<file path="src/rtl/circ_ptr_pkg.sv">
package circ_ptr_pkg;
  parameter int unsigned ADDR_W = 9;
  parameter int unsigned DESC_W = 2 * ADDR_W;

  typedef logic [ADDR_W-1:0] addr_t;

  typedef struct packed {
    addr_t last;
    addr_t base;
  } window_t;

  localparam addr_t ADDR_MAX = '1;
endpackage

</file>
<file path="src/rtl/circ_ptr_desc_dec.sv">
module circ_ptr_desc_dec
  import circ_ptr_pkg::*;
(
  input  logic [DESC_W-1:0] desc_i,
  output window_t           win_o
);
  // upper half is the last address, lower half the base
  assign win_o.base = desc_i[ADDR_W-1:0];
  assign win_o.last = desc_i[DESC_W-1:ADDR_W];
endmodule

</file>
<file path="src/rtl/circ_ptr_step.sv">
module circ_ptr_step
  import circ_ptr_pkg::*;
(
  input  addr_t   cur_i,
  input  window_t win_i,
  input  logic    adv_i,
  output addr_t   nxt_o
);
  logic at_end;

  // top of space also wraps, covering windows whose last < base
  assign at_end = (cur_i == win_i.last) || (cur_i == ADDR_MAX);

  always_comb begin
    if (!adv_i)      nxt_o = cur_i;
    else if (at_end) nxt_o = win_i.base;
    else             nxt_o = cur_i + addr_t'(1);
  end
endmodule

</file>
<file path="src/rtl/circ_ptr.sv">
module circ_ptr
  import circ_ptr_pkg::*;
(
  input  logic              clk_i,
  input  logic              rst_ni,
  input  logic              set_i,
  input  logic [DESC_W-1:0] desc_i,
  input  logic              access_i,
  output logic [ADDR_W-1:0] addr_o
);
  window_t win_q, win_new, win_use;
  addr_t   ptr_q, cur, ptr_d;

  circ_ptr_desc_dec u_dec (
    .desc_i (desc_i),
    .win_o  (win_new)
  );

  // set has priority: a same-cycle access sees the new window
  assign win_use = set_i ? win_new : win_q;
  assign cur     = set_i ? win_new.base : ptr_q;

  circ_ptr_step u_step (
    .cur_i (cur),
    .win_i (win_use),
    .adv_i (access_i),
    .nxt_o (ptr_d)
  );

  always_ff @(posedge clk_i or negedge rst_ni) begin
    if (!rst_ni) begin
      ptr_q      <= '0;
      win_q.base <= '0;
      win_q.last <= ADDR_MAX;
    end else begin
      ptr_q <= ptr_d;
      if (set_i) win_q <= win_new;
    end
  end

  assign addr_o = cur;

  p_set_load_r3: assert property (@(posedge clk_i) disable iff (!rst_ni)
    (set_i && !access_i) |=> (addr_o == $past(desc_i[ADDR_W-1:0])) || set_i);

  p_inc_r4: assert property (@(posedge clk_i) disable iff (!rst_ni)
    (!set_i && access_i && ptr_q != win_q.last && ptr_q != ADDR_MAX)
      |=> ptr_q == $past(ptr_q) + addr_t'(1));

  p_hold_r5: assert property (@(posedge clk_i) disable iff (!rst_ni)
    (!set_i && !access_i) |=> $stable(ptr_q) && $stable(win_q));

  p_wrap_r6: assert property (@(posedge clk_i) disable iff (!rst_ni)
    (!set_i && access_i && ptr_q == win_q.last) |=> ptr_q == $past(win_q.base));

  p_top_wrap_r7: assert property (@(posedge clk_i) disable iff (!rst_ni)
    (!set_i && access_i && ptr_q == ADDR_MAX) |=> ptr_q == $past(win_q.base));

  p_set_first_r8: assert property (@(posedge clk_i) disable iff (!rst_ni)
    (set_i && access_i && desc_i[ADDR_W-1:0] != desc_i[DESC_W-1:ADDR_W]
     && desc_i[ADDR_W-1:0] != ADDR_MAX)
      |=> ptr_q == $past(desc_i[ADDR_W-1:0]) + addr_t'(1));
endmodule

</file>
<file path="config.mk">
export PLATFORM = sky130hd
export DESIGN_NAME = circ_ptr
export DESIGN_NICKNAME = d
export VERILOG_FILES = /design/src/rtl/circ_ptr_pkg.sv /design/src/rtl/circ_ptr_desc_dec.sv /design/src/rtl/circ_ptr_step.sv /design/src/rtl/circ_ptr.sv
export SDC_FILE = /design/constraint.sdc
export NUM_CORES = 1
export LEC_CHECK = 0
export CORE_MARGIN = 2
export CORE_UTILIZATION = 25
export CTS_BUF_LIST = sky130_fd_sc_hd__clkbuf_4 sky130_fd_sc_hd__clkbuf_8
export DETAILED_ROUTE_END_ITERATION = 6
export PLACE_DENSITY_LB_ADDON = 0.12
export SYNTH_ARGS = -nofsm -noshare
export SYNTH_HDL_FRONTEND = slang
export SYNTH_SLANG_ARGS = --single-unit
</file>
<file path="constraint.sdc">
create_clock -name clk_i -period 2.41 [get_ports clk_i]
set_input_delay 0.241 -clock clk_i [delete_from_list [all_inputs] [get_ports clk_i]]
set_output_delay 0.241 -clock clk_i [all_outputs]
set_load 0.02 [all_outputs]
</file>
# Word level (Yosys, flattened, before mapping)
# Cells that the tools add are included.
dict set report word_totals {
  register_bits 27
  latchBits 0
  ram_bits 0
  romBits 0
  in_bits 22
  memories 0
}
dict set report classes {
  addsub 1
  mul 0
  div 0
  order_cmp 0
  n_eq_ne 2
  shifts 0
  mux 4
  bitwise 0
  n_reduce_logical 1
}
# op count
set ops {}
lappend ops {{$mux W9} 3}
lappend ops {{$mux W18} 1}
lappend ops {{$add A9 B1 Y9 const B} 1}
lappend ops {{$eq A9 B9 Y1} 1}
lappend ops {{$eq A9 B9 Y1 const B} 1}
lappend ops {{$logic_or A1 B1 Y1} 1}

# Logic depth before layout (Yosys ltp)
# Gate-level depths: netlist of run 1.
dict set report depth {
  word_depth 5
  ltp_mapped 15
  mapped_depth_nobuf 12
}

# By module
# Synthesis of run 1 repeated with hierarchy kept, for this count alone.
dict set report hier_totals {
  hier_cells 178
  area_unflattened_um2 1951.9
}
# module instances cells_per_inst area_each_um2 seq_area_each_um2
set by_module_without_submodules {}
lappend by_module_without_submodules {circ_ptr 1 57 1117.3 686.9}
lappend by_module_without_submodules {circ_ptr_step 1 103 699.4 0.0}
lappend by_module_without_submodules {circ_ptr_desc_dec 1 18 135.1 0.0}

# Least setup slack after synthesis of run 1
# OpenSTA, ideal clock, no wires.
dict set report synth_timing {
  path_kind {input-to-reg}
  startpoint {in set_i}
  endpoint {reg ptr_q[0]}
  setup_ns 0.136
  t_arrival_ns 3.120
  path_slack_ns -0.847
  stages 14
  path_buffers 4
  path_cell_list {buf_2 > buf_2 > buf_2 > buf_2 > o21ai_0 > ha_1 > o211ai_1 > nor2b_1 > and3_1 > ha_1 > inv_1 > o31ai_4 > mux2i_1 > a21oi_1}
}
dict set report synth_via {
  elab_chain_len 5
}
# item line_no
set synth_rtl {}
lappend synth_rtl {{start, declared} circ_ptr.sv:6} ;# input logic set_i,
lappend synth_rtl {{$mux W9 (*)} circ_ptr.sv:21} ;# assign cur = set_i ? win_new.base : ptr_q;
lappend synth_rtl {{via addr_o[1]} circ_ptr.sv:9} ;# output logic [ADDR_W-1:0] addr_o
lappend synth_rtl {{$eq A9 B9 Y1} circ_ptr_step.sv:12} ;# assign at_end = (cur_i == win_i.last) || (cur_i == ADDR_MAX);
lappend synth_rtl {{$logic_or A1 B1 Y1 (*)} circ_ptr_step.sv:12}
lappend synth_rtl {{$mux W9 (*)} circ_ptr_step.sv:16} ;# else if (at_end) nxt_o = win_i.base;
lappend synth_rtl {{$mux W9 (*)} circ_ptr_step.sv:15} ;# if (!adv_i) nxt_o = cur_i;
lappend synth_rtl {{via ptr_d[0]} circ_ptr.sv:12} ;# addr_t ptr_q, cur, ptr_d;
lappend synth_rtl {{end signal, assigned} circ_ptr.sv:36} ;# ptr_q <= ptr_d;
lappend synth_rtl {{end, declared} circ_ptr.sv:12}
# The timed path passes the listed nets; every way through them passes the cells marked *.

# Final worst setup path of run 1
dict set report layout_timing {
  startpoint {in desc_i[0]}
  endpoint {reg ptr_q[5]}
}
dict set report layout_via {
  elab_chain_len 5
}
# item line_no
set layout_rtl {}
lappend layout_rtl {{start, declared} circ_ptr.sv:7} ;# input logic [DESC_W-1:0] desc_i,
lappend layout_rtl {{$mux W9 (*)} circ_ptr.sv:21}
lappend layout_rtl {{branches (longest 2 deep; another with $add A9 B1 Y9)} n/a}
lappend layout_rtl {{$mux W9 (*)} circ_ptr_step.sv:16}
lappend layout_rtl {{$mux W9 (*)} circ_ptr_step.sv:15}
lappend layout_rtl {{via ptr_d[5]} circ_ptr.sv:12}
# Mark *: on every way through the listed nets, which the timed path passes.

==> results of run 1 <==
## cell type report
cell class / instances / area share [%]
multi-input combinational: 125 / 39.4
sequential: 27 / 27.4
timing repair buffer: 72 / 25.1
tap: 80 / 3.99
inverter: 14 / 2.19
clock buffer: 4 / 1.94
## power by group
part	leakage, nW	total, mW	internal (mW)	switching (mW)
clock	0.0262	0.291	0.130	0.160
sequential	0.309	0.548	0.515	0.0330
combinational	0.724	0.432	0.222	0.210
total	1.06	1.27	0.867	0.403
## critical path, stage by stage
cell and delay (ns):
clkdlybuf4s50_1 0.48, mux2i_1 0.09, inv_1 0.13, ha_4 0.15
o211ai_1 0.09, nor2b_1 0.17, and3_4 0.21, ha_4 0.18
inv_4 0.06, nand3_2 0.05, a21oi_1 0.07, a2111oi_2 0.41
## through the flow
step                      cells  hold WS [ns]
after floorplan             172       -0.0546
after global placement      313         0.474
after detailed placement    313         0.480
after CTS                   321         0.355
after global routing        322         0.388
final                       322         0.333
## cell families after synthesis
| family | Yosys count |
|---|---|
| buffers and inverters | 20 |
| and+or+nand+nor | 47 |
| muxes | 28 |
| xor gates and xnor gates | 17 |
| AOI/OAI and AO/OA | 31 |
| DFF | 27 |
| adders and majority gates | 2 |
## cell usage in the layout, fill, tap and decap left out, drive strengths merged, types with 5 or more instances in the layout
master         Yosys  routed
mux2i             12      12
mux2              16      16
xnor2              5       5
nand2              8       8
a21oi              9       9
dfstp              9       9
nand3             10      10
o21ai              8       8
dfrtp             18      18
buf                4      42
inv               14      14
nor2              11      11
clkdlybuf4s50      0      28
xor2              12      12
## flip-flops by register name, indices dropped and copies added (netlist names)
name   flops
ptr_q      9
win_q     18
## layer usage
layer  GRT usage [%]  vias up  wire length, um
met5               0        -                0
met4            3.41        0               76
met3            3.81        6              229
met2            23.6       38             2420
met1            18.1      734             2200
li1                -      753                -
## worst paths after layout
path	to	slack, ns	cells past startpoint
max in group asynchronous	win_q[15]	1.74	2
min in group clk_i	win_q[6]	0.50	2
hold reg to reg	win_q[6]	0.50	2
hold / removal	win_q[4]	0.33	2
setup reg to reg	ptr_q[3]	0.26	11
setup / recovery	ptr_q[5]	0.23	12
## timing repair
| action | in CTS | in global routing |
|---|---|---|
| gates resized for setup | 7 | 4 |
| setup endpoints to repair | 12 | 4 |
| buffers inserted | 4 | 1 |
==> impl_metrics.env, run 1 <==
export IMPL_yosys_area_share_simple_pct=14.3
export IMPL_peakVddDrop_uv=230
export IMPL_synth_area_leader_cell="dfrtp_1"
export IMPL_io_pins=31
export IMPL_cts_htree_levels=1
export IMPL_synth_top_cell_area_share_pct=26.5
export IMPL_power_total_mw=1.27
export IMPL_ys_ff_latch=27
export IMPL_stdcell_area_um2=2510
export IMPL_die_x_um=86.5
export IMPL_final_util_pct=37.6
export IMPL_clkSinkCount=27
export IMPL_status="completed"
export IMPL_layout_drive_gt1_share_pct=33.9
export IMPL_seq_area_um2=687
export IMPL_critPathArrivalTime_ns=2.34
export IMPL_synth_most_common_cell="dfrtp_1"
export IMPL_layout_min_cycle_time_ns=2.18
export IMPL_crit_start="desc_i[0]"
export IMPL_cts_buffer_depth=2
export IMPL_areaGrowthSynthToFinish_pct=47.5
export IMPL_grt_pass1_wl_um=8290
export IMPL_fin_worst_skew_ns=0.00995
export IMPL_fill_cells=685
export IMPL_ys_types=42
export IMPL_rsz0062_at_grt="no"
export IMPL_pre_cts_slack_ns=-0.453
export IMPL_drc_errors=0
export IMPL_hold_viol=0
export IMPL_gp_congestion=0.875
export IMPL_hpwlAfterDp_um=3800
export IMPL_dr_total_vias=1531
export IMPL_die_h_um=86.5
export IMPL_synthArstFlopShare_pct=100
export IMPL_fin_ws_ns=0.233
export IMPL_ant_nets=0
export IMPL_synth_area_um2=1700
export IMPL_synth_area_leaders="dfrtp_1 26%, dfstp_2 14%, mux2_2 9.3%, mux2i_1 6.5%, xor2_1 6.2%"
export IMPL_grt_max_degree=28
export IMPL_path_max_fanout=6
export IMPL_synthCells=172
export IMPL_synth_xor_area_share_pct=8.75
export IMPL_synth_compound_area_share_pct=12.5
export IMPL_layout_nets=267
export IMPL_cts_root_buf="clkbuf_8"
export IMPL_tightest_slew_ns=0.479
export IMPL_wirelength_um=4920
export IMPL_required_ns=2.57
export IMPL_grt_remaining_overflow=0
export IMPL_multi_input_area_um2=990
export IMPL_synth_edff_count=0
export IMPL_p_leak_nw=1.06
export IMPL_tns_ns=0
export IMPL_path_clk_slew_ns=0.11
export IMPL_die_area_um2=7480
export IMPL_startpoint_type="primary input"
export IMPL_slew_headroom_pct=67.2
export IMPL_synth_common_cells="18 x dfrtp_1, 14 x inv_1, 14 x mux2_2"
export IMPL_slew_viol_final=0
export IMPL_postPlaceCellArea_um2=2400
export IMPL_avgViaCountPerCell=4.75
export IMPL_drt_iter0_markers=111
export IMPL_cap_violations=0
export IMPL_antenna_cells=0
export IMPL_muxShareOfSynthArea_pct=17.9
export IMPL_crit_type="primary input to flop"
export IMPL_fin_crit_sh_pct=90.3
export IMPL_max_clock_freq_mhz=459
export IMPL_synth_warnings=0
export IMPL_numCtsBuffers=3
export IMPL_setup_viol=0
export IMPL_rr_startpoint="ptr_q[0]"
export IMPL_wl_per_cell_um=15.3
export IMPL_grt_pass1_vias=1652
export IMPL_drt_pass1_iterations=4
export IMPL_portBuffers=30
export IMPL_synthAdderAreaFrac_pct=1.47
export IMPL_antenna_found_initial=0
export IMPL_num_rows=30
export IMPL_core_um2=6680
export IMPL_synth_flop_cell="dfrtp_1"
export IMPL_synth_seq_area_share_pct=40.4
export IMPL_initial_core_util_pct=25.5
export IMPL_syn_num_nets=196
export IMPL_synth_top_family_by_area="multiplexers"
export IMPL_avgSynthCellArea_um2=9.89
export IMPL_track_usage_pct=14.1
export IMPL_power_density_nw_per_um2=506
export IMPL_holdBufCountCts=0
export IMPL_clock_latency_ns=0.29
export IMPL_cts_tree="done"
export IMPL_hp_class="primary input to asynchronous set/reset pin"
export IMPL_end_kind="flop"
Power figures use the tool's default switching activity.
==> inputs of run 2 (changes only) <==
--- a/config.mk
+++ b/config.mk
@@ -9,7 +9,7 @@
 export CORE_UTILIZATION = 25
 export CTS_BUF_LIST = sky130_fd_sc_hd__clkbuf_4 sky130_fd_sc_hd__clkbuf_8
 export DETAILED_ROUTE_END_ITERATION = 6
-export PLACE_DENSITY_LB_ADDON = 0.12
+export PLACE_DENSITY_LB_ADDON = 0.15
 export SYNTH_ARGS = -nofsm -noshare
 export SYNTH_HDL_FRONTEND = slang
 export SYNTH_SLANG_ARGS = --single-unit
==> impl_metrics.env, run 2 (same netlist as run 1, synthesis figures left out) <==
export IMPL_critPathArrivalTime_ns=2.40
export IMPL_crit_type="primary input to flop"
export IMPL_slew_headroom_pct=71.7
export IMPL_fin_crit_sh_pct=92.7
export IMPL_areaGrowthSynthToFinish_pct=42.0
export IMPL_setup_viol=0
export IMPL_die_h_um=86.5
export IMPL_fin_worst_skew_ns=0.00972
export IMPL_path_cells="clkdlybuf4s50_1 > nand2_1 > o21ai_4 > ha_4 > o211ai_1 > nor2b_1 > and3_1 > ha_4 > inv_4 > o31ai_4 > buf_4 > mux2i_1 > a21oi_1"
export IMPL_num_rows=30
export IMPL_crit_top_cell="ha_4"
export IMPL_clock_latency_ns=0.28
export IMPL_dr_total_vias=1456
export IMPL_gp_congestion=0.894
export IMPL_required_ns=2.58
export IMPL_layoutNonFillerInstCount=312
export IMPL_grt_pass1_wl_um=7590
export IMPL_cts_htree_levels=1
export IMPL_antenna_cells=0
export IMPL_ant_nets=0
export IMPL_startpoint_type="primary input"
export IMPL_cts_root_buf="clkbuf_8"
export IMPL_largest_register_ffs=18
export IMPL_cp_top_family="buffers and inverters"
export IMPL_max_clock_freq_mhz=448
export IMPL_layout_nets=257
export IMPL_initial_core_util_pct=25.5
export IMPL_numCtsBuffers=3
export IMPL_layout_drive_gt1_share_pct=30.2
export IMPL_final_util_pct=36.2
export IMPL_top_register="win_q"
export IMPL_hpwlAfterDp_um=3590
export IMPL_peakVddDrop_uv=193
export IMPL_core_um2=6680
export IMPL_end_kind="flop"
export IMPL_path_max_fanout=6
export IMPL_drt_iter0_markers=58
export IMPL_layout_min_cycle_time_ns=2.23
export IMPL_cap_violations=0
export IMPL_path_clk_slew_ns=0.10
export IMPL_status="completed"
export IMPL_top_regs="win_q x18, ptr_q x9"
export IMPL_hold_viol=0
export IMPL_slew_viol_final=0
export IMPL_wirelength_um=4500
export IMPL_cp_slowest_stage_delay_ns=0.50
export IMPL_cts_buffer_depth=2
export IMPL_stdcell_area_um2=2420
export IMPL_p_leak_nw=1.01
export IMPL_fin_ws_ns=0.177
export IMPL_slowest_stage="clkdlybuf4s50_1"
export IMPL_grt_pass1_vias=1568
export IMPL_hp_class="primary input to asynchronous set/reset pin"
export IMPL_clkSinkCount=27
export IMPL_wl_per_cell_um=14.4
export IMPL_drc_errors=0
export IMPL_die_area_um2=7480
export IMPL_power_density_nw_per_um2=510
export IMPL_cts_tree="done"
export IMPL_crit_buf_inv=3
export IMPL_avgViaCountPerCell=4.67
export IMPL_tightest_slew_ns=0.413
export IMPL_antenna_found_initial=0
export IMPL_grt_max_degree=28
export IMPL_final_cell_mix="31 x buf_4, 29 x clkdlybuf4s50_1, 18 x dfrtp_1"
export IMPL_grt_remaining_overflow=0
export IMPL_pre_cts_slack_ns=-0.121
export IMPL_rsz0062_at_grt="no"
export IMPL_io_pins=31
export IMPL_portBuffers=30
export IMPL_drt_pass1_iterations=4
export IMPL_die_x_um=86.5
export IMPL_final_common_cell="buf_4"
export IMPL_track_usage_pct=13.0
export IMPL_holdBufCountCts=0
export IMPL_postPlaceCellArea_um2=2360
export IMPL_place_inst=307
## run 2: stage by stage
step | hold WS [ns] | setup TNS, ns | power [mW]
global route | 0.367 | 0 | 1.32
detailed placement | 0.467 | -0.755 | 0.966
floorplan | -0.0546 | -0.00560 | 0.776
global placement | 0.469 | -0.458 | 0.969
finish | 0.336 | 0 | 1.23
CTS | 0.352 | 0 | 1.25
## run 2: power breakdown
group | leakage (nW) | internal [mW] | total, mW | switching [mW]
Combinational | 0.673 | 0.211 | 0.411 | 0.200
Clock | 0.0262 | 0.130 | 0.276 | 0.146
Sequential | 0.309 | 0.515 | 0.545 | 0.0305
Total | 1.01 | 0.856 | 1.23 | 0.376
## run 2: layer usage
layer  part of all wire, %  wire (um)  vias up  GRT usage (%)
li1                      -          -      732              -
met1                    47       2140      692           17.5
met2                    48       2150       26           21.6
met3                   3.4        153        6           1.81
met4                   1.3         59        0           3.84
met5                     0          0        -              0
## run 2: final timing paths
kind / startpoint / endpoint / slack, ns / cells after the start
worst max register to register: ptr_q[0] / ptr_q[3] / 0.22 / 11
max in group asynchronous: rst_ni / win_q[16] / 1.75 / 2
worst min register to register: win_q[6] / win_q[6] / 0.49 / 2
worst min-delay path: rst_ni / win_q[4] / 0.34 / 2
min in group clk_i: set_i / win_q[9] / 0.36 / 2
worst max-delay path: desc_i[1] / ptr_q[8] / 0.18 / 13
## run 2: timing repair
| action | in CTS | in global routing |
|---|---|---|
| resized for setup | 0 | 1 |
| setup buffers | 0 | 1 |
| endpoints found under the setup margin | 0 | 2 |
## run 2: layout make-up
| type | count | area [um2] |
|---|---|---|
| inverter | 14 | 55.1 |
| fill | 698 | 4270 |
| timing repair buffer | 62 | 548 |
| tap | 80 | 100 |
| multi-input combinational | 125 | 977 |
| sequential | 27 | 687 |
| clock buffer | 4 | 48.8 |
